[config.mk]
export PLATFORM = sky130hd
export DESIGN_NAME = mtimer_cmp
export DESIGN_NICKNAME = d
export VERILOG_FILES = /design/src/rtl/mtc_pkg.sv /design/src/rtl/mtc_decode.sv /design/src/rtl/mtc_time_counter.sv /design/src/rtl/mtc_cmp_bank.sv /design/src/rtl/mtimer_cmp.sv
export SDC_FILE = /design/constraint.sdc
export NUM_CORES = 1
export LEC_CHECK = 0
export BUFFER_PORTS_ARGS = -buffer_cell sky130_fd_sc_hd__buf_2
export CAP_MARGIN = 25
export CELL_PAD_IN_SITES_DETAIL_PLACEMENT = 0
export CELL_PAD_IN_SITES_GLOBAL_PLACEMENT = 2
export CORE_MARGIN = 4
export CORE_UTILIZATION = 44
export DETAILED_ROUTE_END_ITERATION = 10
export HOLD_SLACK_MARGIN = 0.08
export PLACE_DENSITY = 0.84
export RECOVER_POWER = 25
export SLEW_MARGIN = 15
export SYNTH_ARGS = -nofsm -noshare
export SYNTH_HDL_FRONTEND = slang
export SYNTH_HIERARCHICAL = 1
export SYNTH_SLANG_ARGS = --single-unit
[constraint.sdc]
create_clock -name clk -period 9 [get_ports clk]
set_clock_uncertainty 0.2 [all_clocks]
set_input_delay 0.9 -clock clk [delete_from_list [all_inputs] [get_ports clk]]
set_output_delay 0.9 -clock clk [all_outputs]
set_load 0.02 [all_outputs]
[src/rtl/mtc_pkg.sv]
package mtc_pkg;

   localparam int unsigned WORD_W = 64;
   localparam int unsigned HALF_W = 32;

   typedef logic [WORD_W-1:0] word_t;

   // Merge write data into a 64-bit register according to access shape.
   function automatic word_t merge_word(word_t old_v, word_t new_v, logic full, logic upper);
      if (full) begin
         return new_v;
      end
      if (upper) begin
         return {new_v[HALF_W-1:0], old_v[HALF_W-1:0]};
      end
      return {old_v[WORD_W-1:HALF_W], new_v[HALF_W-1:0]};
   endfunction

   // Select the read lane: upper half at offset 4, full or lower at offset 0.
   function automatic word_t read_lane(word_t v, logic full, logic upper);
      if (upper) begin
         return {{HALF_W{1'b0}}, v[WORD_W-1:HALF_W]};
      end
      if (full) begin
         return v;
      end
      return {{HALF_W{1'b0}}, v[HALF_W-1:0]};
   endfunction

endpackage

[src/rtl/mtc_decode.sv]
module mtc_decode #(
   parameter int unsigned       ADDR_W    = 16,
   parameter int unsigned       NUM_HARTS = 4,
   parameter int unsigned       HART_W    = 2,
   parameter logic [ADDR_W-1:0] CMP_BASE  = '0,
   parameter logic [ADDR_W-1:0] TIME_BASE = '1
) (
   input  logic [ADDR_W-1:0] addr,
   input  logic              size8,
   output logic              hit_time,
   output logic              hit_cmp,
   output logic [HART_W-1:0] hart_idx,
   output logic              upper,
   output logic              wr_ok
);

   localparam int unsigned     SPAN   = NUM_HARTS * 8;
   localparam logic [ADDR_W:0] SPAN_W = (ADDR_W + 1)'(SPAN);

   logic [ADDR_W:0] rel;
   logic            aligned;

   // Borrow out of the subtraction puts addresses below the base out of range.
   assign rel      = {1'b0, addr} - {1'b0, CMP_BASE};
   assign aligned  = (addr[1:0] == 2'b00);
   assign upper    = addr[2];
   assign hit_cmp  = aligned && (rel < SPAN_W);
   assign hit_time = aligned && (addr[ADDR_W-1:3] == TIME_BASE[ADDR_W-1:3]);
   assign hart_idx = rel[HART_W+2:3];
   assign wr_ok    = !(size8 && addr[2]);

endmodule

[src/rtl/mtc_time_counter.sv]
module mtc_time_counter
   import mtc_pkg::*;
(
   input  logic  clk,
   input  logic  rst_n,
   input  logic  tick,
   input  logic  wr_en,
   input  logic  wr_full,
   input  logic  wr_upper,
   input  word_t wr_data,
   output word_t count
);

   word_t cnt_q;

   always_ff @(posedge clk or negedge rst_n) begin
      if (!rst_n) begin
         cnt_q <= '0;
      end else if (wr_en) begin
         cnt_q <= merge_word(cnt_q, wr_data, wr_full, wr_upper);
      end else if (tick) begin
         cnt_q <= cnt_q + word_t'(1);
      end
   end

   assign count = cnt_q;

endmodule

[src/rtl/mtc_cmp_bank.sv]
module mtc_cmp_bank
   import mtc_pkg::*;
#(
   parameter int unsigned NUM_HARTS = 4,
   parameter int unsigned HART_W    = 2,
   parameter word_t       CMP_INIT  = '1,
   parameter bit          IRQ_REG   = 1'b0
) (
   input  logic                             clk,
   input  logic                             rst_n,
   input  logic                             wr_en,
   input  logic [HART_W-1:0]                wr_hart,
   input  logic                             wr_full,
   input  logic                             wr_upper,
   input  word_t                            wr_data,
   input  word_t                            now,
   output logic [NUM_HARTS-1:0][WORD_W-1:0] cmp,
   output logic [NUM_HARTS-1:0]             irq
);

   localparam bit IRQ_RST = (CMP_INIT == '0);

   for (genvar h = 0; h < NUM_HARTS; h++) begin : g_hart
      word_t cmp_q;
      logic  due;

      always_ff @(posedge clk or negedge rst_n) begin
         if (!rst_n) begin
            cmp_q <= CMP_INIT;
         end else if (wr_en && (wr_hart == HART_W'(h))) begin
            cmp_q <= merge_word(cmp_q, wr_data, wr_full, wr_upper);
         end
      end

      assign due    = (cmp_q <= now);
      assign cmp[h] = cmp_q;

      if (IRQ_REG) begin : g_flop
         logic irq_q;
         always_ff @(posedge clk or negedge rst_n) begin
            if (!rst_n) begin
               irq_q <= IRQ_RST;
            end else begin
               irq_q <= due;
            end
         end
         assign irq[h] = irq_q;
      end else begin : g_comb
         assign irq[h] = due;
      end
   end

endmodule

[src/rtl/mtimer_cmp.sv]
module mtimer_cmp
   import mtc_pkg::*;
#(
   parameter int unsigned       ADDR_W    = 16,
   parameter int unsigned       NUM_HARTS = 4,
   parameter logic [ADDR_W-1:0] CMP_BASE  = 16'h0000,
   parameter logic [ADDR_W-1:0] TIME_BASE = 16'h7FF8,
   parameter logic [63:0]       CMP_INIT  = '1,
   parameter bit                IRQ_REG   = 1'b0
) (
   input  logic                 clk,
   input  logic                 rst_n,
   input  logic                 tick_i,
   input  logic                 req_valid_i,
   input  logic                 req_write_i,
   input  logic                 req_size8_i,
   input  logic [ADDR_W-1:0]    req_addr_i,
   input  logic [63:0]          req_wdata_i,
   output logic                 rsp_valid_o,
   output logic [63:0]          rsp_rdata_o,
   output logic [NUM_HARTS-1:0] timer_irq_o
);

   localparam int unsigned HART_W   = (NUM_HARTS > 1) ? $clog2(NUM_HARTS) : 1;
   localparam longint      SPAN     = longint'(NUM_HARTS) * 8;
   localparam longint      CMP_LO   = longint'(CMP_BASE);
   localparam longint      TIME_LO  = longint'(TIME_BASE);
   localparam longint      ADDR_TOP = longint'(1) << ADDR_W;

   // Elaboration-time parameter checks
   if (ADDR_W < 8 || ADDR_W > 31) begin : g_bad_addr_w
      $error("mtimer_cmp: ADDR_W must be within 8..31");
   end
   if (NUM_HARTS < 1) begin : g_bad_harts
      $error("mtimer_cmp: NUM_HARTS must be at least 1");
   end
   if (CMP_BASE[2:0] != 3'b000 || TIME_BASE[2:0] != 3'b000) begin : g_bad_align
      $error("mtimer_cmp: bases must be 8-byte aligned");
   end
   if (CMP_LO + SPAN > ADDR_TOP) begin : g_bad_span
      $error("mtimer_cmp: compare window exceeds address space");
   end
   if (TIME_LO >= CMP_LO && TIME_LO < CMP_LO + SPAN) begin : g_bad_overlap
      $error("mtimer_cmp: time slot overlaps compare window");
   end

   logic                             hit_time;
   logic                             hit_cmp;
   logic [HART_W-1:0]                hart_idx;
   logic                             upper;
   logic                             wr_ok;
   logic                             wr_fire;
   word_t                            time_q;
   logic [NUM_HARTS-1:0][WORD_W-1:0] cmp_q;
   word_t                            cmp_sel;
   word_t                            rd_mux;
   logic                             rsp_valid_q;
   word_t                            rsp_rdata_q;

   mtc_decode #(
      .ADDR_W    (ADDR_W),
      .NUM_HARTS (NUM_HARTS),
      .HART_W    (HART_W),
      .CMP_BASE  (CMP_BASE),
      .TIME_BASE (TIME_BASE)
   ) u_decode (
      .addr     (req_addr_i),
      .size8    (req_size8_i),
      .hit_time (hit_time),
      .hit_cmp  (hit_cmp),
      .hart_idx (hart_idx),
      .upper    (upper),
      .wr_ok    (wr_ok)
   );

   assign wr_fire = req_valid_i && req_write_i && wr_ok;

   mtc_time_counter u_time (
      .clk      (clk),
      .rst_n    (rst_n),
      .tick     (tick_i),
      .wr_en    (wr_fire && hit_time),
      .wr_full  (req_size8_i),
      .wr_upper (upper),
      .wr_data  (req_wdata_i),
      .count    (time_q)
   );

   mtc_cmp_bank #(
      .NUM_HARTS (NUM_HARTS),
      .HART_W    (HART_W),
      .CMP_INIT  (CMP_INIT),
      .IRQ_REG   (IRQ_REG)
   ) u_bank (
      .clk      (clk),
      .rst_n    (rst_n),
      .wr_en    (wr_fire && hit_cmp),
      .wr_hart  (hart_idx),
      .wr_full  (req_size8_i),
      .wr_upper (upper),
      .wr_data  (req_wdata_i),
      .now      (time_q),
      .cmp      (cmp_q),
      .irq      (timer_irq_o)
   );

   always_comb begin
      cmp_sel = '0;
      for (int h = 0; h < NUM_HARTS; h++) begin
         if (hart_idx == HART_W'(h)) begin
            cmp_sel = cmp_q[h];
         end
      end
   end

   always_comb begin
      rd_mux = '0;
      if (hit_time) begin
         rd_mux = read_lane(time_q, req_size8_i, upper);
      end else if (hit_cmp) begin
         rd_mux = read_lane(cmp_sel, req_size8_i, upper);
      end
   end

   always_ff @(posedge clk or negedge rst_n) begin
      if (!rst_n) begin
         rsp_valid_q <= 1'b0;
         rsp_rdata_q <= '0;
      end else begin
         rsp_valid_q <= req_valid_i && !req_write_i;
         rsp_rdata_q <= (req_valid_i && !req_write_i) ? rd_mux : '0;
      end
   end

   assign rsp_valid_o = rsp_valid_q;
   assign rsp_rdata_o = rsp_rdata_q;

endmodule

==> flow_summary_export.csv, run 1 <==
group,metric,value,unit
grt,use_met2,46.1,%
floorplan,dieArea,60700,um2
logic_synthesis,synth_cell_types,81,
route,routed_wl,93.1,mm
grt,grt.overflow.total,0,
grt,grt_pass1_vias,21100,
final_layout,fin_util,50.0,%
min_path,worstHoldPathType,"reg -> reg",
final_layout,layout-drive-gt1-share,24.4,%
outcome,run_status,"finished, violations left",
outcome,violations,"max-capacitance violations, max-slew violations",
clock_network,htreeDepth,2,
setup_path,crit_family,"buffers and inverters",
final_layout,nets,2839,
grt,met3_usage,8.04,%
setup_path,crit_chain,"clkbuf_1",
clock_network,clkLatencyLatePin,590,ps
final_layout,areaGrowthSynthToFinish,12.6,%
setup_path,worstSetupEndpointType,"asynchronous set/reset pin",
power_and_ir_drop,switching_share,26.7,%
route,ant_nets,0,
placement,placed_cells,3199,
power_and_ir_drop,p_switching,1.13,mW
setup_path,critPathSlowestCell,"clkbuf_1",
setup_path,ff2ff_setup_slack,5550,ps
timing,slew_violations,98,
final_layout,multi_input_area,14200,um2
timing,finalHoldViolations,0,
logic_synthesis,synth.most_common_cell,"ha_1",
final_layout,layout.cells.non_filler,3289,
logic_synthesis,synth_area_leaders,"dfstp_2 (27%), dfrtp_1 (13%), ha_1 (13%)",
floorplan,num_rows,87,
placement,dp_hpwl,67.3,mm
placement,gp_congestion,0.926,
grt,met1_usage,41.9,%
grt,grt_busiest_layer,"met2",
clock_network,post-cts-setup-buffers,0,
setup_path,cpPeakStageDelay,4050,ps
clock_network,clockBufferDepth,3,
setup_path,required,8040,ps
power_and_ir_drop,power_leakage,12.7,nW
route,firstDrtPassIters,8,
grt,antenna_found_initial,4,
clock_network,cts-root-buf,"clkbuf_16",
setup_path,worstPathMaxFanout,97,
clock_network,clock_sinks,385,
clock_network,cts_tree,"done",
logic_synthesis,synth_common_cells,"ha_1 (257), dfstp_2 (256), a21oi_1 (215)",
power_and_ir_drop,p_per_area,151,nW/um2
floorplan,die_width,246,um
grt,grtUsageTotal,30.3,%
timing,period_needed,6090,ps
logic_synthesis,synth_area_per_cell,10.5,um2
logic_synthesis,synthFlopType,"dfstp_2",
logic_synthesis,synth-seq-cells,385,
route,routedWlPerCell,28.3,um
clock_network,path_clk_slew,60,ps
power_and_ir_drop,irDropWorstVdd,137,uV
final_layout,fill_cells,5142,
clock_network,post_cts_resize_count,0,
logic_synthesis,yosysWarnings,6,
logic_synthesis,syn_nets,2730,
timing,worst_pin_slew,5940,ps
logic_synthesis,synth_edf_count,0,
placement,placed_cell_area,26500,um2
logic_synthesis,synth_top_area_cell,"dfstp_2",
logic_synthesis,yosysTopAreaCellShare,26.9,%
grt,grt_max_degree,98,
timing,relSlewSlack,-296,%
logic_synthesis,async_flop_share,100,%
power_and_ir_drop,power_frac_seq,42.9,%
route,drc,0,
clock_network,numCtsBuffers,47,
setup_path,start_kind,"input pin",
timing,max_freq,0.164,GHz
final_layout,design_area,28200,um2
run,cap_violations,1,
power_and_ir_drop,pwr-share-comb,9.5,%
final_layout,seq_area,9950,um2
floorplan,ioPinCount,155,
grt,grt_pass1_wl,138,mm
power_and_ir_drop,power_frac_clock,47.6,%
placement,io_buffers,154,
timing,tns,0,ps
floorplan,start_util,44.4,%
route,drt-initial-drc-count,2349,
logic_synthesis,synthesis.area,25000,um2
logic_synthesis,seq_area_frac_synth,39.8,%
logic_synthesis,syn_inst,2387,
setup_path,path_class,"in -> async",
route,via_per_inst,6.42,
setup_path,crit_buf_inv,1,
route,vias,21100,
floorplan,core,56300,um2
power_and_ir_drop,power.internal,3.11,mW
timing,fin_crit_sh,67.7,%
setup_path,cp.arrival,5130,ps
timing,setup_violations,0,
timing,rsz0062_at_grt,"no",
floorplan,die_h,246,um
clock_network,cts_hold_buffers,0,
==> layer usage <==
metal  vias up  part of all wire, %
met3       181                  9.2
met5         -                 0.22
met1     10600                   43
li1       9386                    -
met2       910                   44
met4         6                  3.7
==> logic make-up after synthesis <==
logic type,Yosys count,share of synthesized area (%)
flops,385,39.8
xor+xnor,1,0.0350
mux,231,13.4
simple gates,733,15.6
buf+inv,220,3.84
compound gates,560,14.5
fa+ha+maj,257,12.9
==> stage by stage <==
step	power [mW]	setup WS [ps]	hold WS, ps
2_1_floorplan	2.04	5240	252
3_3_place_gp	2.23	3780	260
3_5_place_dp	2.24	3690	268
4_1_cts	4.28	3880	206
5_1_grt	4.39	2030	288
6_report	4.25	2910	275
==> sequential cells by signal (all words and copies together), names as in the netlist <==
name                 flops
u_time/count            64
u_bank/g_hart.cmp_q    256
rsp_rdata_o             64
rsp_valid_o              1
==> worst paths after layout <==
path,from,endpoint,cells after the start
worst max register to register,u_time/count[0],u_time/count[62],6
worst min-delay path,u_bank/g_hart[3].cmp_q[35],u_bank/g_hart[3].cmp_q[35],2
worst min register to register,u_bank/g_hart[3].cmp_q[35],u_bank/g_hart[3].cmp_q[35],2
max in group clk,u_time/count[41],timer_irq_o[1],10
min in group asynchronous,rst_n,u_time/count[46],1
worst max-delay path,rst_n,u_time/count[22],1
==> final cells by class <==
type	instances	share of cell area, %
clock buffer	62	4.67
antenna	1	0.00889
multi-input combinational	1782	50.4
timing repair buffer	195	3.96
inverter	85	1.13
sequential	385	35.4
tap	756	3.36
clock inverter	23	1.11
==> power by group through the flow <==
stage               registers (mW)  logic, mW  clock network [mW]
detailed placement            1.85      0.394                   0
floorplan                     1.82      0.224                   0
finish                        1.82      0.403                2.02
CTS                           1.82      0.396                2.06
global route                  1.82      0.439                2.13
global placement              1.85      0.384                   0
==> cell usage in the layout (no fill, tap or decap), types with 42 or more instances in the layout <==
| cell | n |
|---|---|
| clkbuf_16 | 48 |
| nand4_1 | 87 |
| nand3_1 | 126 |
| dfstp_2 | 256 |
| nor2_1 | 176 |
| a21oi_1 | 215 |
| buf_2 | 150 |
| a22oi_1 | 73 |
| mux2_1 | 118 |
| inv_1 | 85 |
| nand2_1 | 143 |
| o211ai_1 | 55 |
| ha_1 | 257 |
| dfrtp_1 | 129 |
| mux2i_1 | 42 |
Power figures use the tool's default switching activity.
==> inputs of run 2 (changes only) <==
CORE_UTILIZATION = 37   (was 44)
PLACE_DENSITY = 0.75   (was 0.84)
clock period = 5.25 ns   (was 9 ns; I/O delays follow)
==> run 2 against run 1 <==
The flow still finishes with violations (max-capacitance violations, max-slew violations). Via count rose by 0.82%. Sequential power rose by 71%. Utilization fell by 7.4 points. Global-route usage fell by 3.9 points. Design area rose by 1.5%. Routed wire length rose by 3.9%. Critical path depth rose by 8. Power rose by 70%. Die area rose by 18%. Flip-flop and latch count did not move. Clock-buffer cell count did not move. Critical path type is now reg -> out. Largest cell class unchanged. Largest power group unchanged.
==> flow_summary_export.csv, run 2 (synthesized netlist as in run 1, its figures left out) <==
group,metric,value,unit
outcome,run_status,"finished, violations left",
outcome,violations,"max-capacitance violations, max-slew violations",
route,firstDrtPassIters,6,
clock_network,post-cts-setup-buffers,0,
clock_network,clock_sinks,385,
setup_path,start_kind,"register",
timing,relSlewSlack,-150,%
route,via_per_inst,6.20,
final_layout,nets,2871,
setup_path,required,4530,ps
run,cap_violations,2,
route,ant_nets,0,
final_layout,fin_util,42.6,%
clock_network,clockBufferDepth,3,
clock_network,htreeDepth,2,
setup_path,path_class,"reg -> out",
clock_network,clkLatencyLatePin,590,ps
placement,io_buffers,154,
setup_path,worstPathMaxFanout,10,
timing,max_freq,0.207,GHz
power_and_ir_drop,power,7.21,mW
route,drt-initial-drc-count,2193,
setup_path,reg2regPathDepth,6,
placement,dp_hpwl,70.9,mm
timing,slew_violations,108,
final_layout,multi_input_area,14200,um2
route,routedWlPerCell,28.2,um
timing,setup_violations,0,
clock_network,cts_tree,"done",
setup_path,worstSetupEndpointType,"primary output",
placement,gp_congestion,0.966,
timing,worst_pin_slew,3750,ps
floorplan,die_width,268,um
min_path,worstHoldPathType,"in -> reg",
min_path,worstHoldPathCells,3,
final_layout,layout-drive-gt1-share,24.7,%
grt,grtUsageTotal,26.5,%
grt,grt.overflow.total,0,
floorplan,dieArea,71800,um2
timing,tns,0,ps
grt,grt_pass1_wl,143,mm
clock_network,numCtsBuffers,46,
power_and_ir_drop,irDropWorstVdd,202,uV
grt,antenna_found_initial,2,
floorplan,num_rows,95,
power_and_ir_drop,power_leakage,12.9,nW
final_layout,largest_reg_flops,256,
route,routed_wl,96.8,mm
grt,grt_max_degree,89,
route,drc,0,
clock_network,path_clk_slew,60,ps
setup_path,cp.arrival,4120,ps
power_and_ir_drop,p_per_area,252,nW/um2
final_layout,antenna_cells,0,
final_layout,final_cell_mix,"ha_1 (257), dfstp_2 (256), a21oi_1 (215)",
final_layout,areaGrowthSynthToFinish,14.3,%
final_layout,layout_commonest_cell,"ha_1",
timing,fin_crit_sh,92.2,%
timing,period_needed,4840,ps
floorplan,die_h,268,um
final_layout,regMostFlops,"u_bank/g_hart.cmp_q",
floorplan,core,67000,um2
timing,rsz0062_at_grt,"no",
final_layout,seq_area,9950,um2
floorplan,ioPinCount,155,
grt,grt_pass1_vias,21100,
timing,finalHoldViolations,0,
floorplan,start_util,37.3,%
final_layout,fill_cells,6430,
clock_network,cts-root-buf,"clkbuf_16",
route,vias,21300,
run 2: worst max-delay path, stage by stage (launching register included):
cell and delay [ps]:
dfrtp_1 630, inv_1 210, ha_1 380, nand4_1 190
a2111oi_0 980, nor4b_2 300, nor4_1 240, o31ai_1 120
a32o_1 280, buf_2 180
run 2: path summary, 6_finish.rpt:
check | start | endpoint | slack [ps]
setup / recovery | u_time/count[11] | timer_irq_o[1] | 410
min in group asynchronous | rst_n | rsp_valid_o | 1700
max in group asynchronous | rst_n | rsp_rdata_o[19] | 910
hold / removal | req_wdata_i[60] | u_time/count[60] | 120
hold reg to reg | u_bank/g_hart[3].cmp_q[35] | u_bank/g_hart[3].cmp_q[35] | 280
setup reg to reg | u_time/count[0] | u_time/count[62] | 1750
run 2: where the power goes:
part	internal (mW)	switching [mW]	total, mW
Combinational	0.231	0.490	0.721
Sequential	3.01	0.105	3.12
Clock	2.01	1.36	3.37
Total	5.25	1.96	7.21
run 2: through the flow:
| step | instances | area (um2) | hold WS (ps) | setup WS [ps] |
|---|---|---|---|---|
| 3_5_place_dp | 3329 | 26800 | 269 | 1020 |
| 3_3_place_gp | 3327 | 26700 | 269 | 115 |
| 2_1_floorplan | 2387 | 25000 | 29.4 | 1860 |
| 4_1_cts | 3437 | 28600 | 80.1 | 387 |
| 6_report | 3438 | 28600 | 117 | 410 |
| 5_1_grt | 3438 | 28600 | 96.3 | 259 |
run 2: repair_timing:
item                                   CTS  global route
gates resized for setup                  0             0
hold buffers                            23             0
endpoints found under the hold margin   47             0
run 2: layout make-up:
cell class	count	share of cell area, %
multi-input combinational	1782	49.7
sequential	385	34.8
timing repair buffer	228	4.95
clock buffer	62	4.74
tap	873	3.82
inverter	85	1.12
clock inverter	23	0.810
run 2: per-layer routing:
metal / track usage (%) / routed length [um] / vias to the layer above
li1: - / - / 9451
met1: 38.1 / 43300 / 10700
met2: 41.1 / 42800 / 971
met3: 5.02 / 7850 / 145
met4: 7.37 / 2850 / 0
met5: 0 / 0 / -
